$ cat src/rtl/syscnt_pkg.sv
// Shared constants for the system counter: bus geometry, register offsets
// and control-word bit positions. Assumes a 32-bit data bus.
package syscnt_pkg;
    localparam int DATA_W = 32;
    localparam int ADDR_W = 17;
    localparam int CMP_W  = 2 * DATA_W;

    localparam logic [ADDR_W-1:0] OFS_CNT_LO = 17'h00008;
    localparam logic [ADDR_W-1:0] OFS_CNT_HI = 17'h0000C;
    localparam logic [ADDR_W-1:0] OFS_CMP_LO = 17'h10020;
    localparam logic [ADDR_W-1:0] OFS_CMP_HI = 17'h10024;
    localparam logic [ADDR_W-1:0] OFS_CTRL   = 17'h1002C;

    localparam int CTRL_EN_BIT   = 0;
    localparam int CTRL_MASK_BIT = 1;
    localparam int CTRL_STAT_BIT = 2;
endpackage

$ cat src/rtl/syscnt_counter.sv
// Free-running up counter. Assumes INIT fits in CNT_W bits.
// Wraps naturally at 2^CNT_W.
module syscnt_counter #(
    parameter int          CNT_W = 56,
    parameter logic [63:0] INIT  = 64'd0
) (
    input  logic             clk,
    input  logic             rst_n,
    output logic [CNT_W-1:0] cnt_o
);
    localparam logic [CNT_W-1:0] ONE = {{(CNT_W-1){1'b0}}, 1'b1};

    logic [CNT_W-1:0] cnt_q;

    // Load the start value in reset, then advance every cycle.
    always_ff @(posedge clk) begin
        if (!rst_n) cnt_q <= INIT[CNT_W-1:0];
        else        cnt_q <= cnt_q + ONE;
    end

    assign cnt_o = cnt_q;


    cnt_step_chk: assert property (@(posedge clk) disable iff (!rst_n)
        $past(rst_n) |-> cnt_q == $past(cnt_q) + ONE);
endmodule

$ cat src/rtl/syscnt_cmp.sv
// Magnitude comparator: hit when the target is at or below the
// zero-extended count. Assumes CNT_W <= CMP_W.
module syscnt_cmp #(
    parameter int CNT_W = 56,
    parameter int CMP_W = 64
) (
    input  logic [CNT_W-1:0] cnt_i,
    input  logic [CMP_W-1:0] tgt_i,
    output logic             hit_o
);
    logic [CMP_W-1:0] cnt_ext;

    // Widen the count so the target's upper bits take part in the compare.
    always_comb cnt_ext = CMP_W'(cnt_i);

    // Less-or-equal test; no exact match is needed.
    always_comb hit_o = (tgt_i <= cnt_ext);
endmodule

$ cat src/rtl/syscnt_regs.sv
// Target and control registers plus the sticky status flag.
// Assumes single-cycle write strobes and a hit input from the comparator.
module syscnt_regs
    import syscnt_pkg::*;
(
    input  logic              clk,
    input  logic              rst_n,
    input  logic [ADDR_W-1:0] addr_i,
    input  logic              wr_i,
    input  logic [DATA_W-1:0] wdata_i,
    input  logic              hit_i,
    output logic [CMP_W-1:0]  tgt_o,
    output logic              en_o,
    output logic              mask_o,
    output logic              stat_o
);
    logic [CMP_W-1:0] tgt_q;
    logic             en_q, mask_q, stat_q;
    logic             ctrl_wr, ack_wr;

    // Decode a control-word write and the acknowledge (enable written 0).
    always_comb begin
        ctrl_wr = wr_i && (addr_i == OFS_CTRL);
        ack_wr  = ctrl_wr && !wdata_i[CTRL_EN_BIT];
    end

    // Target halves, each written as one 32-bit word.
    always_ff @(posedge clk) begin
        if (!rst_n) tgt_q <= '0;
        else if (wr_i && addr_i == OFS_CMP_LO) tgt_q[DATA_W-1:0] <= wdata_i;
        else if (wr_i && addr_i == OFS_CMP_HI) tgt_q[CMP_W-1:DATA_W] <= wdata_i;
    end

    // Enable and mask bits of the control word.
    always_ff @(posedge clk) begin
        if (!rst_n) begin
            en_q   <= 1'b0;
            mask_q <= 1'b0;
        end else if (ctrl_wr) begin
            en_q   <= wdata_i[CTRL_EN_BIT];
            mask_q <= wdata_i[CTRL_MASK_BIT];
        end
    end

    // Status: set on a hit while enabled, held while enabled, cleared by ack.
    always_ff @(posedge clk) begin
        if (!rst_n)     stat_q <= 1'b0;
        else if (ack_wr) stat_q <= 1'b0;
        else if (!en_q)  stat_q <= 1'b0;
        else if (hit_i)  stat_q <= 1'b1;
    end

    assign tgt_o  = tgt_q;
    assign en_o   = en_q;
    assign mask_o = mask_q;
    assign stat_o = stat_q;


    stat_set_chk: assert property (@(posedge clk) disable iff (!rst_n)
        (en_q && hit_i && !ack_wr) |=> stat_q);

    stat_hold_chk: assert property (@(posedge clk) disable iff (!rst_n)
        (stat_q && !ack_wr) |=> stat_q);

    stat_ack_chk: assert property (@(posedge clk) disable iff (!rst_n)
        ack_wr |=> (!stat_q && !en_q));

    stat_needs_en_chk: assert property (@(posedge clk) disable iff (!rst_n)
        stat_q |-> en_q);
endmodule

$ cat src/rtl/syscnt_top.sv
// System counter top: counter, compare registers, comparator and the
// combinational read mux. Assumes CNT_W is between 33 and 64.
module syscnt_top
    import syscnt_pkg::*;
#(
    parameter int          CNT_W    = 56,
    parameter logic [63:0] CNT_INIT = 64'd0
) (
    input  logic              clk,
    input  logic              rst_n,
    input  logic [ADDR_W-1:0] bus_addr,
    input  logic              bus_wr,
    input  logic [DATA_W-1:0] bus_wdata,
    output logic [DATA_W-1:0] bus_rdata,
    output logic              irq_o
);
    logic [CNT_W-1:0] cnt;
    logic [CMP_W-1:0] cnt_ext;
    logic [CMP_W-1:0] tgt;
    logic             hit, en, mask, stat;

    syscnt_counter #(.CNT_W(CNT_W), .INIT(CNT_INIT)) counter_i (
        .clk(clk), .rst_n(rst_n), .cnt_o(cnt)
    );

    syscnt_cmp #(.CNT_W(CNT_W), .CMP_W(CMP_W)) cmp_i (
        .cnt_i(cnt), .tgt_i(tgt), .hit_o(hit)
    );

    syscnt_regs regs_i (
        .clk(clk), .rst_n(rst_n), .addr_i(bus_addr), .wr_i(bus_wr),
        .wdata_i(bus_wdata), .hit_i(hit), .tgt_o(tgt), .en_o(en),
        .mask_o(mask), .stat_o(stat)
    );

    // Zero-extended count for splitting into bus words.
    always_comb cnt_ext = CMP_W'(cnt);

    // Live read mux; unmapped offsets return zero.
    always_comb begin
        bus_rdata = '0;
        case (bus_addr)
            OFS_CNT_LO: bus_rdata = cnt_ext[DATA_W-1:0];
            OFS_CNT_HI: bus_rdata = cnt_ext[CMP_W-1:DATA_W];
            OFS_CMP_LO: bus_rdata = tgt[DATA_W-1:0];
            OFS_CMP_HI: bus_rdata = tgt[CMP_W-1:DATA_W];
            OFS_CTRL: begin
                bus_rdata[CTRL_EN_BIT]   = en;
                bus_rdata[CTRL_MASK_BIT] = mask;
                bus_rdata[CTRL_STAT_BIT] = stat;
            end
            default: bus_rdata = '0;
        endcase
    end

    // Interrupt request: status gated by the mask.
    always_comb irq_o = stat && !mask;


    far_tgt_chk: assert property (@(posedge clk) disable iff (!rst_n)
        (|tgt[CMP_W-1:CNT_W]) |-> !hit);
endmodule

$ cat config.mk
export PLATFORM = sky130hd
export DESIGN_NAME = syscnt_top
export DESIGN_NICKNAME = d
export VERILOG_FILES = /design/src/rtl/syscnt_pkg.sv /design/src/rtl/syscnt_counter.sv /design/src/rtl/syscnt_cmp.sv /design/src/rtl/syscnt_regs.sv /design/src/rtl/syscnt_top.sv
export SDC_FILE = /design/constraint.sdc
export NUM_CORES = 1
export LEC_CHECK = 0
export BUFFER_PORTS_ARGS = -buffer_cell sky130_fd_sc_hd__buf_2
export CORE_MARGIN = 8
export CORE_UTILIZATION = 34
export CTS_BUF_LIST = sky130_fd_sc_hd__clkbuf_4
export DETAILED_ROUTE_END_ITERATION = 16
export PLACE_DENSITY = 0.51
export SLEW_MARGIN = 0
export SYNTH_ARGS = -nofsm -noshare
export SYNTH_HDL_FRONTEND = slang
export SYNTH_SLANG_ARGS = --single-unit
$ cat constraint.sdc
create_clock -name clk -period 3.69 [get_ports clk]
set_input_delay 0.738 -clock clk [delete_from_list [all_inputs] [get_ports clk]]
set_output_delay 0.738 -clock clk [all_outputs]
set_load 0.1 [all_outputs]
# Word-level counts from Yosys, hierarchy flattened
# Index checks and enable logic that the tools add are counted.
# totals
reg_bits	123
input_bits	52
out_inout_bits	33
# op_classes
n_addsub	1
magnitude_cmp	1
n_eq_ne	5
mux	2
bitwise	3
reduce_logical	9
# op_table
operator	count
$pmux 29 s4	1
$le 64x56->1	1
$add 56x1->56 const B	1
$eq 17x17->1 const B	3
$eq 17x4->1 const B	2
$pmux 3 s5	1
$logic_and 1x1->1	5
$not 1->1	3
$reduce_or 3->1	1
$logic_not 1->1	2
$reduce_and 2->1	1

# Logic depth before layout (Yosys ltp)
# Gate-level depths: netlist of the first run.
# depth
word_depth	4
ltp_mapped	9

# Modules after synthesis
# From an unflattened synthesis of the first run, not the netlist that was laid out.
# unflattened
hier_cells	897
area_unflattened_um2	7721.2
# modules_own_cells
mod	instances	cells_each	area_each_um2
syscnt_regs	1	261	2642.5
syscnt_counter	1	296	2572.5
syscnt_cmp	1	200	1470.2
syscnt_top	1	140	1036.0

# Worst setup path after synthesis of the first run
# Ideal clock, no wire load.
# synth_path
path_type	input to output
startpoint	input port bus_addr[9]
endpoint	output port bus_rdata[24]
arrival_time_ps	4590
required_ps	2952
slack_ps	-1638
cell_stages	5
n_path_buf	0
cell_sequence	or4_1 or4_1 nor4_2 a22oi_1 o21ai_0
# synth_between
elab_chain_cells	2
word_cells_on_any_way	5
# synth_rtl
element	line_no	source
from (decl)	syscnt_top.sv:11	input logic [ADDR_W-1:0] bus_addr,
$eq 17x17->1 or $eq 17x4->1 (tied branches)	syscnt_top.sv:42	case (bus_addr)
$pmux 29 s4 *	syscnt_top.sv:42	
to (decl)	syscnt_top.sv:14	output logic [DATA_W-1:0] bus_rdata,
# Every way passes the cells marked *; elsewhere a longest branch is shown, timed or not.

# Final worst setup path of the first run
# layout_path
startpoint	input port bus_addr[10]
endpoint	output port bus_rdata[8]
# Same word-level chain as after synthesis.

==> results of run 1 <==
metal layers:
layer / vias to the layer above / GRT usage
met3: 14 / 0.03534
met2: 87 / 0.2753
met5: - / 0
met1: 2978 / 0.2192
met4: 0 / 0.03884
li1: 3306 / -
cells in the final DEF (no fill, tap or decap), types with 22 or more instances in the layout:
| master | synthesis | routed |
|---|---|---|
| mux2i_1 | 49 | 49 |
| buf_4 | 0 | 22 |
| ha_1 | 57 | 57 |
| nand3_1 | 24 | 23 |
| buf_12 | 1 | 36 |
| inv_1 | 58 | 58 |
| a21boi_0 | 53 | 53 |
| nand2_1 | 165 | 165 |
| xnor2_1 | 49 | 49 |
| and2_1 | 51 | 51 |
| dfxtp_1 | 123 | 123 |
| a21oi_1 | 24 | 24 |
| buf_2 | 6 | 50 |
how the worst min path moves through the flow:
| stage | startpoint | end | slack, ns |
|---|---|---|---|
| finish | bus_wdata[19] | regs_i.tgt_o[51]$_SDFFE_PN0P_ | 0.44 |
| global route | bus_wdata[19] | regs_i.tgt_o[51]$_SDFFE_PN0P_ | 0.39 |
| CTS | bus_wdata[19] | regs_i.tgt_o[51]$_SDFFE_PN0P_ | 0.40 |
| detailed placement | regs_i.tgt_o[45]$_SDFFE_PN0P_ | regs_i.tgt_o[45]$_SDFFE_PN0P_ | 0.47 |
| global placement | regs_i.tgt_o[0]$_SDFFE_PN0P_ | regs_i.tgt_o[0]$_SDFFE_PN0P_ | 0.46 |
| floorplan | regs_i.tgt_o[0]$_SDFFE_PN0P_ | regs_i.tgt_o[0]$_SDFFE_PN0P_ | 0.44 |
state kept, by name, indices dropped and copies added (netlist names):
signal,count
regs_i.stat_o,1
counter_i.cnt_o,56
regs_i.mask_o,1
regs_i.en_o,1
regs_i.tgt_o,64
metrics by stage:
step	TNS, ns	cells	util	instance area (µm²)	total power (W)
floorplan	-5.214	896	-	7941	0.001431
global placement	-5.230	1242	0.4234	9184	0.001493
detailed placement	-5.643	1242	0.4234	9184	0.001493
CTS	-1.048	1274	0.4410	9565	0.002697
global route	-2.579	1275	0.4418	9583	0.002769
finish	-1.118	1275	0.4418	9583	0.002668
final cells by class:
type | count | area (µm²)
repair buffers | 109 | 1147
flip-flops and latches | 123 | 2462
well taps | 280 | 350.3
fillers | 2148 | 12110
diodes | 1 | 2.502
multi-input cells | 672 | 5042
inverters | 58 | 217.7
clock inverters | 14 | 225.2
clock buffers | 18 | 135.1
worst max-delay path: stages:
cell	delay, ns
buf_6	0.09
or4_4	0.53
or4_4	0.50
or4_4	0.54
buf_12	0.20
o22ai_4	0.20
buf_12	0.20
cell families (layout without fill, tap and decap cells):
group,Yosys count,count (layout),share of synthesized area
AND/OR/NAND/NOR,361,361,0.2526
AO/OA/AOI/OAI,155,155,0.1404
flip-flops,123,123,0.3300
buffers and inverters,101,199,0.05702
adder cells (fa/ha/maj),57,57,0.09559
XOR/XNOR,50,50,0.05870
multiplexers,49,49,0.06574
other,0,1,0
where the power goes:
part / leakage (nW) / internal [W] / switching, W
clock: 0.193 / 0.000674 / 0.000532
sequential: 0.991 / 0.00133 / 0.00000585
combinational: 2.24 / 0.0000587 / 0.0000680
what timing repair did:
action / CTS / global route
hold buffers: 0 / 0
setup endpoints to repair: 32 / 32
gates resized for setup: 5 / 3
endpoints found under the hold margin: 0 / 0
pin swaps: 2 / 3
==> key figures, run 1 <==
Synth
  – Syn_nets: 1005
  – Synthesized area per cell: 8.327 µm²
  – Synth Cell Area: 0.007461 mm²
  – Top cells by area, synth: dfxtp_1 (33%), ha_1 (9.6%), nand2_1 (8.3%), mux2i_1 (6.6%), xnor2_1 (5.8%)
  – Warnings, synthesis: 0
  – Synth unique cells: 48
  – Yosys reg bits: 123
  – Post-synth EDFFs: 0
  – Yosys top cell by area: dfxtp_1
  – Top cell type's share of synthesized area: 0.3300
  – Post-Synthesis Cells: 896
  – Ys async rst share: 0
  – Most frequent cell after synthesis: nand2_1
  – Post-synth top flop: dfxtp_1
  – Top post-synthesis cells by count: nand2_1 (165), dfxtp_1 (123), inv_1 (58)
  – Post-synthesis sequential area ratio: 0.3300

Worst setup path
  – Worst R2R End: regs_i.stat_o$_SDFFE_PP0P_
  – Setup CP Type: primary input to primary output
  – Crit path DAT: 3.01 ns
  – Crit. End Element: primary output
  – CP Data Required Time: 2.95 ns
  – Crit path capture: bus_rdata[8]
  – CP Max Fanout: 16
  – Reg2reg start: regs_i.tgt_o[59]$_SDFFE_PN0P_
  – R2R Setup Slk: 1.08 ns
  – Startpoint Class: primary input
  – Critical path startpoint: bus_addr[10]
  – R2R depth: 6

Clocking
  – Clk Latency, worst-skew pair: 0.54 ns
  – Postcts setup bufs: 0
  – Num Clock Sinks: 123
  – Htree depth: 4
  – Clk root buf: clkbuf_4
  – CTS max path bufs: 2
  – TritonCTS clock tree: done
  – Clk slew on worst S/H paths: 0.12 ns
  – CTS Buf Count: 17

Floorplan
  – IO Count: 85
  – Die Area: 0.02694 mm²
  – Initial core utilization: 0.3440
  – Core area: 0.02169 mm²
  – Die Y: 164.1 µm
  – Core Rows: 54
  – Die span in x: 164.1 µm

STA
  – Fmax: 0.2666 GHz
  – RSZ-0062 raised after global routing: yes
  – Worst Hold Slack: 0.4399 ns
  – Setup slack after layout: -0.06140 ns
  – Final Hold Viols: 0
  – Post-route minimum period: 3.751 ns
  – Actual slew at the worst max-slew pin: 0.7935 ns
  – Final period utilization: 1.017
  – Final setup viols: 26
  – Setup Skew: 0.01882 ns
  – Max_slew headroom: 0.4710
  – Final Max Tran Viols: 0

Route
  – Initial drt markers: 333
  – Highest metal used: met4
  – Met3 wire len: 610 µm
  – Vias per std cell: 5.008
  – Routed wl met2: 10210 µm
  – Post-Route WL: 21690 µm
  – Routed Antenna Nets: 0
  – WL per Instance: 17.01 µm
  – TritonRoute pass-1 iters: 4
  – Detailed-route via count: 6385
  – Met1 WL: 10620 µm
  – Drc violations: 0

Outcome
  – Failing checks: setup timing
  – Status: finished with violations

Global routing
  – Vias in the first global route: 6516
  – Largest net degree at the start of global routing: 77
  – First-pass GRT wire length: 35480 µm
  – Initial antenna violation count: 1
  – Total GRT Usage: 0.1671
  – Grt total ovfl: 0

Place
  – DP HPWL: 16630 µm
  – Worst slack, placed: -0.2963 ns
  – Port Buffers: 84
  – GP Congestion: 0.7950

Hold path
  – Worst Hold Class: primary input to register
  – Hold Crit Depth: 3

Finish
  – Layout cells sized above 1: 0.1952
  – Layout area overhead: 28.44%
  – Nets: 1090

Pwr
  – Leakage Power: 3.422 nW
  – VDD IR-drop max: 0.2174 mV
  – Power Density: 278.4 mW/mm²

Job
  – Max Cap Violations: 0
Note: power is estimated with default switching activity, not from simulation.
==> run 2, diff against run 1 <==
--- a/config.mk
+++ b/config.mk
@@ -10,7 +10,7 @@
 export CORE_UTILIZATION = 34
 export CTS_BUF_LIST = sky130_fd_sc_hd__clkbuf_4
 export DETAILED_ROUTE_END_ITERATION = 16
-export PLACE_DENSITY = 0.51
+export PLACE_DENSITY = 0.53
 export SLEW_MARGIN = 0
 export SYNTH_ARGS = -nofsm -noshare
 export SYNTH_HDL_FRONTEND = slang
==> constraint.sdc (replaced) <==
create_clock -name clk -period 3.1 [get_ports clk]
set_input_delay 0.62 -clock clk [delete_from_list [all_inputs] [get_ports clk]]
set_output_delay 0.62 -clock clk [all_outputs]
set_load 0.1 [all_outputs]
==> key figures, run 2 (same netlist as run 1, synthesis figures left out) <==
Outcome
  – Status: finished with violations
  – Failing checks: setup timing

Place
  – GP Congestion: 0.8224
  – Placed cell areas: 0.009290 mm²
  – Port Buffers: 84
  – Worst slack, placed: -0.6835 ns
  – DP HPWL: 16780 µm

Pwr
  – Total power: 0.002703 W
  – Flop pwr share: 0.588
  – Net switching power figure: 0.0006577 W
  – Leakage Power: 3.437 nW
  – Clock power frac: 0.354
  – Combinational Power Share: 0.058
  – Sw Share: 0.2433
  – Power Density: 281.0 mW/mm²
  – Internal power: 0.002045 W
  – VDD IR-drop max: 0.1518 mV

STA
  – Setup slack after layout: -0.4154 ns
  – Setup Skew: 0.01444 ns
  – Final Hold Viols: 0
  – Actual slew at the worst max-slew pin: 0.6677 ns
  – Final period utilization: 1.134
  – Max_slew headroom: 0.5508
  – Final setup viols: 32
  – Post-route minimum period: 3.515 ns
  – RSZ-0062 raised after global routing: yes
  – Fmax: 0.2845 GHz
  – Final Max Tran Viols: 0

Global routing
  – Vias in the first global route: 6627
  – First-pass GRT wire length: 36450 µm
  – Grt met3 use: 0.03509
  – Largest net degree at the start of global routing: 86
  – GR Layer Usage met2: 0.2884
  – Total GRT Usage: 0.1720
  – GR Layer Usage met1: 0.2217
  – Most crowded layer after global routing: met2
  – Initial antenna violation count: 1
  – Grt total ovfl: 0

Finish
  – Commonest non-fill, non-tap cell in the layout: nand2_1
  – FF+latch area: 0.002462 mm²
  – Filler Cell Count: 2198
  – Max reg flops: 64
  – Area of the multi-input gates: 0.005080 mm²
  – Design Area, Final: 0.009618 mm²
  – Layout cells sized above 1: 0.2038
  – Most frequent cells in the layout: nand2_1 (165), dfxtp_1 (123), inv_1 (58), ha_1 (57), a21boi_0 (53)
  – Layout area overhead: 28.91%
  – Nets: 1102

Clocking
  – CTS Buf Count: 17
  – Clk Latency, worst-skew pair: 0.53 ns
  – Clk root buf: clkbuf_4
  – Num Clock Sinks: 123
  – Clk slew on worst S/H paths: 0.10 ns
  – TritonCTS clock tree: done
  – Htree depth: 4
  – Cts hold-fix bufs: 0
  – CTS max path bufs: 2

Worst setup path
  – Setup CP Type: primary input to primary output
  – Crit path DAT: 2.90 ns
  – Startpoint Class: primary input
  – Slowest CP cell: or4_4
  – CP Data Required Time: 2.48 ns
  – Slowest stage delay, CP: 0.53 ns
  – Cell Chain, Critical Path: buf_6, or4b_4, or4_4, or4_4, buf_12, o22ai_4, buf_12
  – Crit. End Element: primary output
  – CP Max Fanout: 8

Route
  – TritonRoute pass-1 iters: 4
  – WL per Instance: 17.25 µm
  – Initial drt markers: 348
  – Routed Antenna Nets: 0
  – Detailed-route via count: 6469
  – Drc violations: 0
  – Vias per std cell: 5.034
  – Post-Route WL: 22160 µm

Floorplan
  – Core Rows: 54
  – Die span in x: 164.1 µm
  – IO Count: 85
  – Core area: 0.02169 mm²
  – Initial core utilization: 0.3440
  – Die Area: 0.02694 mm²
  – Die Y: 164.1 µm

Hold path
  – Worst Hold Class: primary input to register

Job
  – Max Cap Violations: 0
## run 2: cell count changes in the layout (fill, tap and decap cells not counted), sizes merged
| cell | before | now |
|---|---|---|
| clkinv | 7 | 6 |
| diode | 1 | 4 |
| clkinvlp | 1 | 0 |
| buf | 109 | 121 |
| clkbuf | 18 | 20 |
| bufinv | 6 | 1 |
## run 2: stage by stage
stage | hold slack [ns] | util | setup TNS (ns) | std cells
2_1_floorplan | 0.4431 | - | -15.92 | 896
3_3_place_gp | 0.4641 | 0.4283 | -16.14 | 1251
3_5_place_dp | 0.4691 | 0.4283 | -16.97 | 1251
4_1_cts | 0.2932 | 0.4425 | -11.18 | 1280
5_1_grt | 0.2955 | 0.4435 | -12.15 | 1285
6_report | 0.3377 | 0.4435 | -10.44 | 1285
## run 2: final timing paths
path	startpoint	to	slack, ns	cells after the start
max	bus_addr[7]	bus_rdata[22]	-0.42	7
min	bus_wdata[30]	regs_i.tgt_o[30]$_SDFFE_PN0P_	0.34	3
max reg2reg	regs_i.tgt_o[59]$_SDFFE_PN0P_	regs_i.stat_o$_SDFFE_PP0P_	0.47	6
min reg2reg	regs_i.tgt_o[50]$_SDFFE_PN0P_	regs_i.tgt_o[50]$_SDFFE_PN0P_	0.48	2
## run 2: power groups by stage
stage | Clock, W | Combinational (W) | Sequential [W]
after CTS | 0.000998 | 0.000157 | 0.00159
final | 0.000957 | 0.000157 | 0.00159
after global routing | 0.00106 | 0.000172 | 0.00159
after floorplan | 0 | 0.0000804 | 0.00162
after global placement | 0 | 0.000153 | 0.00163
after detailed placement | 0 | 0.000154 | 0.00163
## run 2: metal layers
| layer | up-vias | wire length [µm] |
|---|---|---|
| met1 | 3030 | 10170 |
| met5 | - | 0 |
| li1 | 3320 | - |
| met4 | 0 | 216 |
| met3 | 14 | 1156 |
| met2 | 105 | 10620 |
## run 2: repair_timing
item	in CTS	in global routing
endpoints found under the setup margin	32	32
gates cloned	1	0
pin swaps	12	10
buffers inserted	1	1
resized for setup	15	1
## run 2: layout make-up
type / instances / share of cell area
Inverter: 58 / 0.02264
Tap cell: 280 / 0.03643
Sequential cell: 123 / 0.2560
Clock buffer: 20 / 0.01561
Antenna cell: 4 / 0.001041
Timing Repair Buffer: 121 / 0.1344
Multi-Input combinational cell: 672 / 0.5282
Clock inverter: 7 / 0.005724
## run 2: critical path, delay by kind of cell
kind	cells	cell delay, ns
AOI/OAI and AO/OA	1	0.22
buffers and inverters	3	0.49
and+or+nand+nor	3	1.54
==> run 3, diff against run 2 <==
==> constraint.sdc (replaced) <==
create_clock -name clk -period 3.1 [get_ports clk]
set_input_delay 0.62 -clock clk [delete_from_list [all_inputs] [get_ports clk]]
set_output_delay 0.62 -clock clk [all_outputs]
set_load 0.005 [all_outputs]
==> key figures, run 3 (same netlist as run 1, synthesis figures left out) <==
Worst setup path
  – Crit path max-delay family: simple AND/OR/NAND/NOR gates
  – Slowest stage delay, CP: 0.53 ns
  – Slowest CP cell: or4_4
  – Most common cell on crit path: or4_4
  – Reg2reg start: counter_i.cnt_o[51]$_SDFF_PN0_
  – Cell Chain, Critical Path: buf_6, or4_4, or4_4, or4_4, buf_12, buf_16, o22ai_2, buf_2
  – CP Max Fanout: 6
  – Critical path startpoint: bus_addr[9]
  – CP Data Required Time: 2.48 ns
  – Crit path DAT: 2.85 ns
  – R2R Setup Slk: 0.53 ns
  – Startpoint Class: primary input
  – CP bufs+invs: 4
  – Setup CP Type: primary input to primary output
  – Crit. End Element: primary output

Clocking
  – Cts hold-fix bufs: 0
  – Clk slew on worst S/H paths: 0.12 ns
  – TritonCTS clock tree: done
  – Num Clock Sinks: 123
  – CTS Buf Count: 17
  – CTS max path bufs: 2
  – Htree depth: 4
  – Clk Latency, worst-skew pair: 0.54 ns
  – Clk root buf: clkbuf_4

Global routing
  – Total GRT Usage: 0.1652
  – First-pass GRT wire length: 34810 µm
  – Grt total ovfl: 0
  – Vias in the first global route: 6360
  – Initial antenna violation count: 2
  – Largest net degree at the start of global routing: 74

Hold path
  – Worst Hold Class: primary input to register
  – Hold_sp: bus_wdata[18]

Finish
  – Layout cells sized above 1: 0.1815
  – Commonest non-fill, non-tap cell in the layout: nand2_1
  – Max reg flops: 64
  – Layout area overhead: 18.72%
  – Nets: 1093
  – Most frequent cells in the layout: nand2_1 (165), dfxtp_1 (123), buf_2 (83), inv_1 (58), ha_1 (57)
  – Filler Cell Count: 2206
  – Post-Layout Cell Count: 1278
  – Design Area, Final: 0.008857 mm²

STA
  – Final Hold Viols: 0
  – Final period utilization: 1.118
  – Max_slew headroom: 0.6390
  – Post-route minimum period: 3.467 ns
  – Setup Skew: 0.02278 ns
  – Setup slack after layout: -0.3665 ns
  – Actual slew at the worst max-slew pin: 0.5403 ns
  – Final Max Tran Viols: 0
  – RSZ-0062 raised after global routing: yes
  – Fmax: 0.2885 GHz
  – Worst Hold Slack: 0.3204 ns
  – Setup total negative slack: -8.583 ns
  – Final setup viols: 32

Route
  – Detailed-route via count: 6526
  – Routed Antenna Nets: 0
  – Vias per std cell: 5.106
  – Post-Route WL: 21890 µm
  – Initial drt markers: 336
  – WL per Instance: 17.13 µm
  – TritonRoute pass-1 iters: 5
  – Drc violations: 0

Floorplan
  – IO Count: 85
  – Die span in x: 164.1 µm
  – Die Area: 0.02694 mm²
  – Die Y: 164.1 µm
  – Initial core utilization: 0.3440
  – Core Rows: 54
  – Core area: 0.02169 mm²

Place
  – DP HPWL: 15700 µm
  – Port Buffers: 84
  – GP Congestion: 0.7913
  – Placed insts: 1242
  – Placed cell areas: 0.008426 mm²

Outcome
  – Failing checks: setup timing
  – Status: finished with violations

Pwr
  – Sw Share: 0.2317
  – Flop pwr share: 0.517
  – VDD IR-drop max: 0.1950 mV
  – Clock power frac: 0.434
  – Power Density: 346.8 mW/mm²
  – Leakage Power: 3.337 nW
  – Net switching power figure: 0.0007118 W
  – Internal power: 0.002360 W
  – Total power: 0.003072 W
  – Combinational Power Share: 0.048

Job
  – Max Cap Violations: 0
==> run 3: cell count changes in the layout (fill, tap and decap cells not counted), sizes merged <==
cell      before  now
buf          121  112
diode          4    1
bufinv         1    5
clkbuf        20   17
clkinvlp       0    3
clkinv         6    7
==> run 3: layer usage <==
layer | routed length (µm) | vias up | track usage | part of all wire
met1 | 10560 | 3058 | 0.2171 | 0.48
met4 | 347 | 2 | 0.04793 | 0.016
met5 | 8 | - | 0 | 0.00037
met2 | 9859 | 143 | 0.2621 | 0.45
met3 | 1123 | 24 | 0.04185 | 0.051
li1 | - | 3299 | - | -
==> run 3: power by group through the flow <==
stage | logic [W] | clock network (W) | registers [W]
2_1_floorplan | 0.0000758 | 0 | 0.00162
3_5_place_dp | 0.000148 | 0 | 0.00162
3_3_place_gp | 0.000149 | 0 | 0.00162
6_report | 0.000149 | 0.00133 | 0.00159
5_1_grt | 0.000161 | 0.00144 | 0.00159
4_1_cts | 0.000149 | 0.00138 | 0.00159
==> run 3: path summary, 6_finish.rpt <==
check	to	depth (start not counted)
max	bus_rdata[22]	8
min	regs_i.tgt_o[50]$_SDFFE_PN0P_	3
min reg2reg	regs_i.tgt_o[50]$_SDFFE_PN0P_	2
max reg2reg	regs_i.stat_o$_SDFFE_PP0P_	8
==> run 3: cell type report <==
class / count / area (µm²) / share of cell area
Antenna cell: 1 / 2.502 / 0.0002825
Clock buffer: 17 / 127.6 / 0.01441
Clock inverter: 15 / 203.9 / 0.02303
Inverter: 58 / 217.7 / 0.02458
Multi-Input combinational cell: 672 / 4728 / 0.5338
Sequential cell: 123 / 2462 / 0.2780
Tap cell: 280 / 350.3 / 0.03955
Timing Repair Buffer: 112 / 764.5 / 0.08631
==> run 3: through the flow <==
step                utilization  setup WS, ns
detailed placement       0.3885       -0.3973
finish                   0.4084       -0.3665
global placement         0.3885       -0.3453
CTS                      0.4077       -0.3779
global route             0.4084       -0.4205
floorplan                     -       -0.1123
==> run 3: worst reg2reg max path, cell delays in order (launching register included) <==
cell     delay [ns]
dfxtp_1        0.37
inv_1          0.11
ha_1           0.32
and4_1         0.24
nand4_1        0.23
or4_1          0.60
or3_1          0.41
nand4_1        0.10
o31ai_1        0.08
==> run 3: what timing repair did <==
action	in CTS	in global routing
buffers inserted	1	0
cloned	2	0
pin swaps	9	2
gates resized for setup	11	2
endpoints found under the setup margin	32	32
